$ cat src/rtl/usb_dreq_pkg.sv
package usb_dreq_pkg;
    localparam int DEF_NUM_CH = 8;
    localparam int DEF_CNT_W  = 11;
    localparam int DEF_TOT_W  = 20;

    typedef enum logic {
        CH_IDLE = 1'b0,
        CH_MOVE = 1'b1
    } chan_st_e;
endpackage

$ cat src/rtl/usb_dreq_rise.sv
module usb_dreq_rise (
    input  logic clk,
    input  logic rst_n,
    input  logic d,
    output logic rise
);
    logic prev_d, prev_q;

    always_comb prev_d = d;

    always_ff @(posedge clk or negedge rst_n) begin
        if (!rst_n) prev_q <= 1'b0;
        else        prev_q <= prev_d;
    end

    assign rise = d & ~prev_q;
endmodule

$ cat src/rtl/usb_dreq_chan.sv
module usb_dreq_chan
    import usb_dreq_pkg::*;
#(
    parameter int CNT_W = DEF_CNT_W,
    parameter int TOT_W = DEF_TOT_W
) (
    input  logic             clk,
    input  logic             rst_n,
    input  logic             en,
    input  logic             req_en,
    input  logic             mode,
    input  logic             pkt_rdy,
    input  logic [CNT_W-1:0] rx_cnt,
    input  logic [CNT_W-1:0] max_pkt,
    input  logic             beat_ack,
    output logic             dma_req,
    output logic             pkt_clr,
    output logic             done_irq,
    output logic             rx_irq,
    output logic [TOT_W-1:0] xfer_bytes
);
    localparam logic [CNT_W-1:0] ONE_BEAT = CNT_W'(1);

    typedef struct packed {
        chan_st_e        st;
        logic            bulk;
        logic [CNT_W-1:0] left;
        logic [CNT_W-1:0] pkt;
        logic [TOT_W-1:0] acc;
        logic [TOT_W-1:0] bytes;
        logic            clr;
        logic            done;
        logic            rxi;
    } chan_s;

    chan_s s_d, s_q;
    logic  rdy_rise;

    usb_dreq_rise u_rise (
        .clk  (clk),
        .rst_n(rst_n),
        .d    (pkt_rdy),
        .rise (rdy_rise)
    );

    always_comb begin
        s_d      = s_q;
        s_d.clr  = 1'b0;
        s_d.done = 1'b0;
        s_d.rxi  = 1'b0;
        unique case (s_q.st)
            CH_IDLE: begin
                if (en && req_en) begin
                    if (!mode) begin
                        if (pkt_rdy && (rx_cnt != '0)) begin
                            s_d.st   = CH_MOVE;
                            s_d.bulk = 1'b0;
                            s_d.left = rx_cnt;
                            s_d.pkt  = rx_cnt;
                        end
                    end else if (rdy_rise) begin
                        if (rx_cnt == max_pkt) begin
                            s_d.st   = CH_MOVE;
                            s_d.bulk = 1'b1;
                            s_d.left = rx_cnt;
                            s_d.pkt  = rx_cnt;
                        end else begin
                            s_d.done  = 1'b1;
                            s_d.bytes = s_q.acc;
                            s_d.acc   = '0;
                        end
                    end
                end else if (rdy_rise) begin
                    s_d.rxi = 1'b1;
                end
            end
            CH_MOVE: begin
                if (beat_ack) begin
                    s_d.left = s_q.left - ONE_BEAT;
                    if (s_q.left == ONE_BEAT) begin
                        s_d.st  = CH_IDLE;
                        s_d.clr = 1'b1;
                        if (s_q.bulk) begin
                            s_d.acc = s_q.acc + TOT_W'(s_q.pkt);
                        end else begin
                            s_d.done  = 1'b1;
                            s_d.bytes = TOT_W'(s_q.pkt);
                            s_d.acc   = '0;
                        end
                    end
                end
            end
            default: s_d.st = CH_IDLE;
        endcase
    end

    always_ff @(posedge clk or negedge rst_n) begin
        if (!rst_n) s_q <= '0;
        else        s_q <= s_d;
    end

    assign dma_req    = (s_q.st == CH_MOVE);
    assign pkt_clr    = s_q.clr;
    assign done_irq   = s_q.done;
    assign rx_irq     = s_q.rxi;
    assign xfer_bytes = s_q.bytes;
endmodule

$ cat src/rtl/usb_dreq_top.sv
module usb_dreq_top
    import usb_dreq_pkg::*;
#(
    parameter int NUM_CH = DEF_NUM_CH,
    parameter int CNT_W  = DEF_CNT_W,
    parameter int TOT_W  = DEF_TOT_W
) (
    input  logic                          clk,
    input  logic                          rst_n,
    input  logic [NUM_CH-1:0]             ch_en,
    input  logic [NUM_CH-1:0]             ch_req_en,
    input  logic [NUM_CH-1:0]             ch_mode,
    input  logic [NUM_CH-1:0]             pkt_rdy,
    input  logic [NUM_CH-1:0][CNT_W-1:0]  rx_cnt,
    input  logic [NUM_CH-1:0][CNT_W-1:0]  max_pkt,
    input  logic [NUM_CH-1:0]             beat_ack,
    output logic [NUM_CH-1:0]             dma_req,
    output logic [NUM_CH-1:0]             pkt_clr,
    output logic [NUM_CH-1:0]             done_irq,
    output logic [NUM_CH-1:0]             rx_irq,
    output logic [NUM_CH-1:0][TOT_W-1:0]  xfer_bytes
);
    for (genvar c = 0; c < NUM_CH; c++) begin : g_ch
        usb_dreq_chan #(
            .CNT_W(CNT_W),
            .TOT_W(TOT_W)
        ) u_chan (
            .clk       (clk),
            .rst_n     (rst_n),
            .en        (ch_en[c]),
            .req_en    (ch_req_en[c]),
            .mode      (ch_mode[c]),
            .pkt_rdy   (pkt_rdy[c]),
            .rx_cnt    (rx_cnt[c]),
            .max_pkt   (max_pkt[c]),
            .beat_ack  (beat_ack[c]),
            .dma_req   (dma_req[c]),
            .pkt_clr   (pkt_clr[c]),
            .done_irq  (done_irq[c]),
            .rx_irq    (rx_irq[c]),
            .xfer_bytes(xfer_bytes[c])
        );
    end
endmodule

$ cat config.mk
export PLATFORM = sky130hd
export DESIGN_NAME = usb_dreq_top
export DESIGN_NICKNAME = d
export VERILOG_FILES = /design/src/rtl/usb_dreq_pkg.sv /design/src/rtl/usb_dreq_rise.sv /design/src/rtl/usb_dreq_chan.sv /design/src/rtl/usb_dreq_top.sv
export SDC_FILE = /design/constraint.sdc
export NUM_CORES = 1
export LEC_CHECK = 0
export BUFFER_PORTS_ARGS = -buffer_cell sky130_fd_sc_hd__clkbuf_2
export CAP_MARGIN = 20
export CORE_MARGIN = 1.5
export CORE_UTILIZATION = 30
export CTS_BUF_LIST = sky130_fd_sc_hd__clkbuf_8 sky130_fd_sc_hd__clkbuf_16
export CTS_CLUSTER_SIZE = 16
export DETAILED_ROUTE_END_ITERATION = 12
export SLEW_MARGIN = 20
export SYNTH_ARGS = -nofsm -noshare
export SYNTH_HDL_FRONTEND = slang
export SYNTH_SLANG_ARGS = --single-unit
$ cat constraint.sdc
create_clock -name clk -period 3 [get_ports clk]
set_input_delay 0.15 -clock clk [delete_from_list [all_inputs] [get_ports clk]]
set_output_delay 0.15 -clock clk [all_outputs]
set_load 0.005 [all_outputs]
; ---- Word level (Yosys, flattened, before mapping)
; Cells that the tools add are included.
[word_totals]
rom_bits = 0
input_bits = 218
output_inout_bits = 192
mem_bits_rw = 0
reg_bits = 544
wordCells = 512
n_memories = 0
latch_bits = 0
[op_classes]
reduce_logical = 64
n_mux = 216
n_div = 0
n_shift = 0
magnitude_cmp = 0
n_addsub = 16
mul = 0
n_eq_ne = 112
n_bitwise = 24
[op_table]
columns = cell, count
row1 = $mux 64, 16
row2 = $mux 42, 16
row3 = $mux 40, 16
row4 = $pmux 40 s2, 8
row5 = $mux 24, 24
row6 = $mux 20, 16
row7 = $pmux 11 s2, 8
row8 = $add 20x11->20, 8
row9 = $eq 11x1->1 const B, 8
row10 = $eq 11x11->1, 8
row11 = $mux 1, 88
row12 = $mux 11, 8
row13 = $reduce_bool 11->1, 8
row14 = $sub 11x1->11 const B, 8
row15 = $ne 2x2->1 const B, 40
row16 = $reduce_and 5->1, 16
row17 = $ne 3x2->1 const B, 24
row18 = $ne 2x1->1 const B, 32
row19 = $reduce_and 7->1, 8
row20 = $reduce_and 6->1, 8
row21 = $pmux 1 s2, 16
row22 = $logic_and 1x1->1, 16
row23 = $not 1->1, 16
row24 = $reduce_bool 2->1, 8
row25 = $and 1x1->1, 8

; ---- Longest topological paths before layout
[logic_depth]
ltp_word = 6
depth_mapped = 11
mapped_depth_nobuf = 9

; ---- Cells and area by module
; A second synthesis with hierarchy kept.
[hier_totals]
hier_cells = 3128
area_unflattened_um2 = 31046.0
[modules_own_cells]
columns = mod, seq_area_each_um2, n_inst, area_each_um2, cells_per_inst
row1 = usb_dreq_chan (g_ch[3].u_chan ...), 1676.6, 4, 3846.2, 387
row2 = usb_dreq_chan (g_ch[0].u_chan ...), 1676.6, 3, 3818.7, 386
row3 = usb_dreq_chan (g_ch[7].u_chan), 1676.6, 1, 3895.0, 406
row4 = usb_dreq_rise, 25.0, 8, 38.8, 2

; ---- Least setup slack after synthesis
; Ideal clock, no wire load.
[synth_timing]
path_type = register to register
startpoint = register g_ch[4].u_chan.s_q[24] in the netlist's numbering
endpoint = register g_ch[4].u_chan.s_q[34] in the netlist's numbering
period_less_slack_ns = 2.457
slack_ns = 0.543
required_time_ns = 2.881
path_stages_with_launch = 8
t_arrival_ns = 2.338
path_buffers = 0
path_cell_list = dfrtp_1 > ha_1 > a211oi_1 > nor2_1 > o41a_1 > a221oi_1 > nor3_1 > o21a_1
[synth_between]
elab_chain_len = 5
[synth_lines]
columns = item, line_no
row1 = start: declaration, usb_dreq_chan.sv:36  ; chan_s s_d, s_q;
row2 = start signal: assignment, usb_dreq_chan.sv:98  ; if (!rst_n) s_q <= '0;
row3 = start signal: assignment, usb_dreq_chan.sv:99  ; else s_q <= s_d;
row4 = $add 20x11->20, usb_dreq_chan.sv:84  ; s_d.acc = s_q.acc + TOT_W'(s_q.pkt);
row5 = $mux 20, usb_dreq_chan.sv:83  ; if (s_q.bulk) begin
row6 = $mux 42, usb_dreq_chan.sv:80  ; if (s_q.left == ONE_BEAT) begin
row7 = $mux 42, usb_dreq_chan.sv:78  ; if (beat_ack) begin
row8 = $pmux 40 s2, usb_dreq_chan.sv:51  ; unique case (s_q.st)
; No other way between the ends. The select of a mux whose other input is x is not followed.
; A chain may end at the register's enable or synchronous reset.

; ---- Worst setup path after layout
[layout_timing]
startpoint = register g_ch[0].u_chan.s_q[60] in the netlist's numbering
endpoint = register g_ch[0].u_chan.s_q[41] in the netlist's numbering
[layout_between]
elab_chain_len = 3
[layout_lines]
columns = item, line_no
row1 = start: declaration, usb_dreq_chan.sv:36
row2 = start signal: assignment, usb_dreq_chan.sv:98
row3 = start signal: assignment, usb_dreq_chan.sv:99
row4 = $eq 11x1->1, usb_dreq_chan.sv:80
row5 = $ne 2x2->1 (no source line), n/a
row6 = $reduce_and 6->1 (no source line), n/a
; No other way between the ends.

==> flow_metrics.py <==
metrics = {
    "run_status": {
        "status": "finished, final reports clean",
    },
    "logic_synthesis": {
        "synth_cells": 3137,
        "postSynthAreaPerCell_um2": 9.68,
        "synth-compound-area-share_pct": 19.4,
        "syn_area_um2": 30400,
        "yosys_most_used_dff": "dfrtp_1",
        "yosysWarningCount": 0,
        "yosys-top-cells-area": "dfrtp_1 45%, buf_4 4.8%, nand2_1 4.3%, ha_1 4.3%, o21ai_0 3.1%",
        "synth-adder-area-share_pct": 4.81,
        "synthMuxAreaShare_pct": 2.67,
        "yosysTopAreaCellShare_pct": 44.8,
        "synthSimpleGateAreaFrac_pct": 16.4,
        "async_reset_ff_share_pct": 100,
        "synth_edf_count": 0,
        "synth_nets": 3467,
        "seq_area_frac_synth_pct": 44.8,
        "ys_seq_elements": 544,
        "synth-xor-area-share_pct": 4.59,
        "synthDistinctLibCells": 90,
        "synth_top_family_by_area": "compound AO/OA/AOI/OAI gates",
        "synth_top_area_cell": "dfrtp_1",
    },
    "timing": {
        "clock.fmax_ghz": 0.379,
        "timing.final.crit_period_ns": 2.64,
        "drv_slew": 0,
        "finClkSkew_ns": 0.0166,
        "setup_viol": 0,
        "tightest_slew_ns": 1.06,
        "max_slew_margin_pct": 29.3,
        "rsz0062_at_grt": "no",
        "period_share_pct": 88.1,
        "fin_tns_setup_ns": 0,
        "hold_violations": 0,
    },
    "global_routing": {
        "grt_max_degree": 81,
        "grt_overflow": 0,
        "grt_pass1_wl_mm": 136,
        "grt_pass1_vias": 24800,
        "antenna_found_initial": 0,
        "grtUsageTotal_pct": 16.2,
    },
    "place": {
        "gp_congestion": 0.860,
        "portBuffers": 409,
        "dp_hpwl_mm": 60.2,
        "placed_cell_area_um2": 32900,
    },
    "floorplanning": {
        "dieHeight_um": 321,
        "core-area_um2": 100000,
        "io_pins": 410,
        "die_area_um2": 103000,
        "die_w_um": 321,
        "start_util_pct": 30.3,
        "placementRows": 116,
    },
    "flow_run": {
        "cap_viol_max_count": 0,
    },
    "detailed_routing": {
        "vias": 25300,
        "viasPerCell": 5.18,
        "final_antenna_net_count": 0,
        "drc": 0,
        "dr.pass1.iters": 5,
        "drt_iter0_drc": 1866,
        "wl_mm": 84.7,
        "routedWlPerCell_um": 17.3,
    },
    "worst_setup_path": {
        "max_stage_delay_ns": 0.62,
        "r2r_cells": 6,
        "cpMostUsedCell": "a21oi_1",
        "start_kind": "register",
        "end_kind": "register",
        "r2r-start": "g_ch[0].u_chan.s_q[60]",
        "worst_r2r_endpoint": "g_ch[0].u_chan.s_q[41]",
        "slowest_stage": "a2111oi_0",
        "worstPathArrival_ns": 3.17,
        "path_max_fanout": 6,
        "worstPathRequired_ns": 3.52,
        "path_cells": "nor4_1, and3_1, a21oi_1, a2111oi_0, or3b_2, a21oi_1",
        "reg2reg_slack_ns": 0.36,
        "worstSetupStartpoint": "g_ch[0].u_chan.s_q[60]",
        "worst-setup-path-type": "reg -> reg",
    },
    "cts": {
        "htree_levels": 3,
        "cts_made_buffers": 67,
        "clockBufferDepth": 3,
        "cts.clk_slew.worst_paths_ns": 0.06,
        "clock_latency_ns": 0.61,
        "cts_tree": "done",
        "cts-root-buf": "clkbuf_16",
        "cts_sinks": 544,
    },
    "pwr": {
        "leakage_nw": 16.9,
        "p_per_area_nw_per_um2": 593,
        "irDropWorstVdd_mv": 0.334,
    },
    "cells_and_area": {
        "final_area_um2": 36600,
        "drive_above_1_share_pct": 19.4,
        "fillerInstances": 10100,
        "layout.nets": 3864,
        "antenna_cells": 0,
        "synthToLayoutAreaGrowth_pct": 20.6,
    },
    "min_path": {
        "whs_endpoint": "g_ch[4].u_chan.s_q[58]",
        "hold_class": "in -> reg",
        "hold_start": "beat_ack[4]",
        "hold_depth": 4,
    },
}
==> stage by stage <==
stage	util (%)	instances	power (W)	setup WS, ns	hold WS [ns]
6_report	36.6	4882	0.0217	0.358	0.0772
5_1_grt	36.6	4882	0.0230	0.133	0.0623
4_1_cts	36.5	4881	0.0220	0.227	0.00530
3_5_place_dp	32.9	4629	0.0132	0.244	0.259
3_3_place_gp	32.9	4629	0.0131	0.320	0.251
2_1_floorplan	-	3137	0.0120	0.543	-0.146
==> power breakdown <==
part	switching (W)	internal, W
combinational	0.00204	0.00185
sequential	0.00102	0.00832
clock	0.00328	0.00521
total	0.00634	0.0154
==> worst max-delay path by stage <==
stage | end | slack (ns) | cells after the start
2_1_floorplan | g_ch[4].u_chan.s_q[34] | 0.54 | 7
3_3_place_gp | g_ch[5].u_chan.s_q[38] | 0.32 | 7
3_5_place_dp | g_ch[5].u_chan.s_q[38] | 0.24 | 7
4_1_cts | g_ch[5].u_chan.s_q[38] | 0.23 | 7
5_1_grt | g_ch[6].u_chan.s_q[42] | 0.13 | 7
6_report | g_ch[0].u_chan.s_q[41] | 0.36 | 6
==> kinds of logic (layout without fill, tap and decap cells) <==
kind of cell / Yosys count / after routing
AOI/OAI and AO/OA: 854 / 854
xor gates and xnor gates: 159 / 159
adders and majority gates: 112 / 112
buffers and inverters: 388 / 835
DFF: 544 / 544
muxes: 74 / 74
and+or+nand+nor: 1006 / 1006
==> layer usage <==
metal	track usage [%]	part of all wire, %
met1	21.7	45
met2	25.8	46
met3	3.63	6.3
met4	5.12	2.3
met5	0	0
==> layout make-up <==
cell class | instances | area, um2 | share of cell area, %
repair buffers | 630 | 4120 | 11.3
clock inverters | 38 | 420 | 1.15
inverters | 86 | 323 | 0.882
flip-flops and latches | 544 | 13600 | 37.2
clock buffers | 81 | 1900 | 5.20
multi-input cells | 2205 | 14600 | 39.9
well taps | 1298 | 1620 | 4.43
==> worst max-delay path, delay by kind of cell, from the launching register on <==
family | cells | cell delay (ns)
compound gates | 3 | 0.89
flops | 1 | 0.43
simple gates | 3 | 1.24
==> sequential cells by signal (all words and copies together), names as in the netlist <==
name,count
g_ch.u_chan.dma_req,8
g_ch.u_chan.done_irq,8
g_ch.u_chan.pkt_clr,8
g_ch.u_chan.rx_irq,8
g_ch.u_chan.s_q,344
g_ch.u_chan.u_rise.prev_q,8
g_ch.u_chan.xfer_bytes,160
==> cells in the final DEF, fill, tap and decap left out, types with 32 or more instances in the layout <==
cell,Yosys,routed
dfrtp_1,544,544
clkbuf_2,0,408
nand2_1,351,351
nor2_1,194,192
o21ai_0,187,187
a21oi_1,144,142
dlygate4sd3_1,0,133
ha_1,104,104
inv_1,81,91
nand3_1,89,89
xnor2_1,85,85
buf_4,193,81
a22o_1,80,80
xor2_1,74,74
clkbuf_16,0,70
nor4_1,52,52
a22oi_1,52,51
a221oi_1,50,50
mux2_2,50,50
nor3_1,48,48
a21o_1,43,43
o31ai_1,42,42
nand4_1,38,38
or4_1,36,36
a221o_1,32,32
==> Yosys cell counts (all sizes together) (31+ instances only) <==
master,instances
buf,214
a21o,43
ha,104
a22oi,52
o21ai,214
mux2,57
nand4,38
a221oi,50
nor4,56
nor2,196
inv,84
or4,37
xnor2,85
a221o,32
nor3,49
nand2,351
dfrtp,544
clkbuf,88
xor2,74
or3,31
nand3,89
o31ai,42
a22o,80
a21oi,145
==> timing repair <==
| item | CTS | global route |
|---|---|---|
| endpoints found under the setup margin | 0 | 1 |
| hold buffers | 133 | 0 |
| hold endpoints to repair | 267 | 0 |
| buffers inserted | 0 | 0 |
| gates resized for setup | 0 | 1 |
Note: power is estimated with default switching activity, not from simulation.
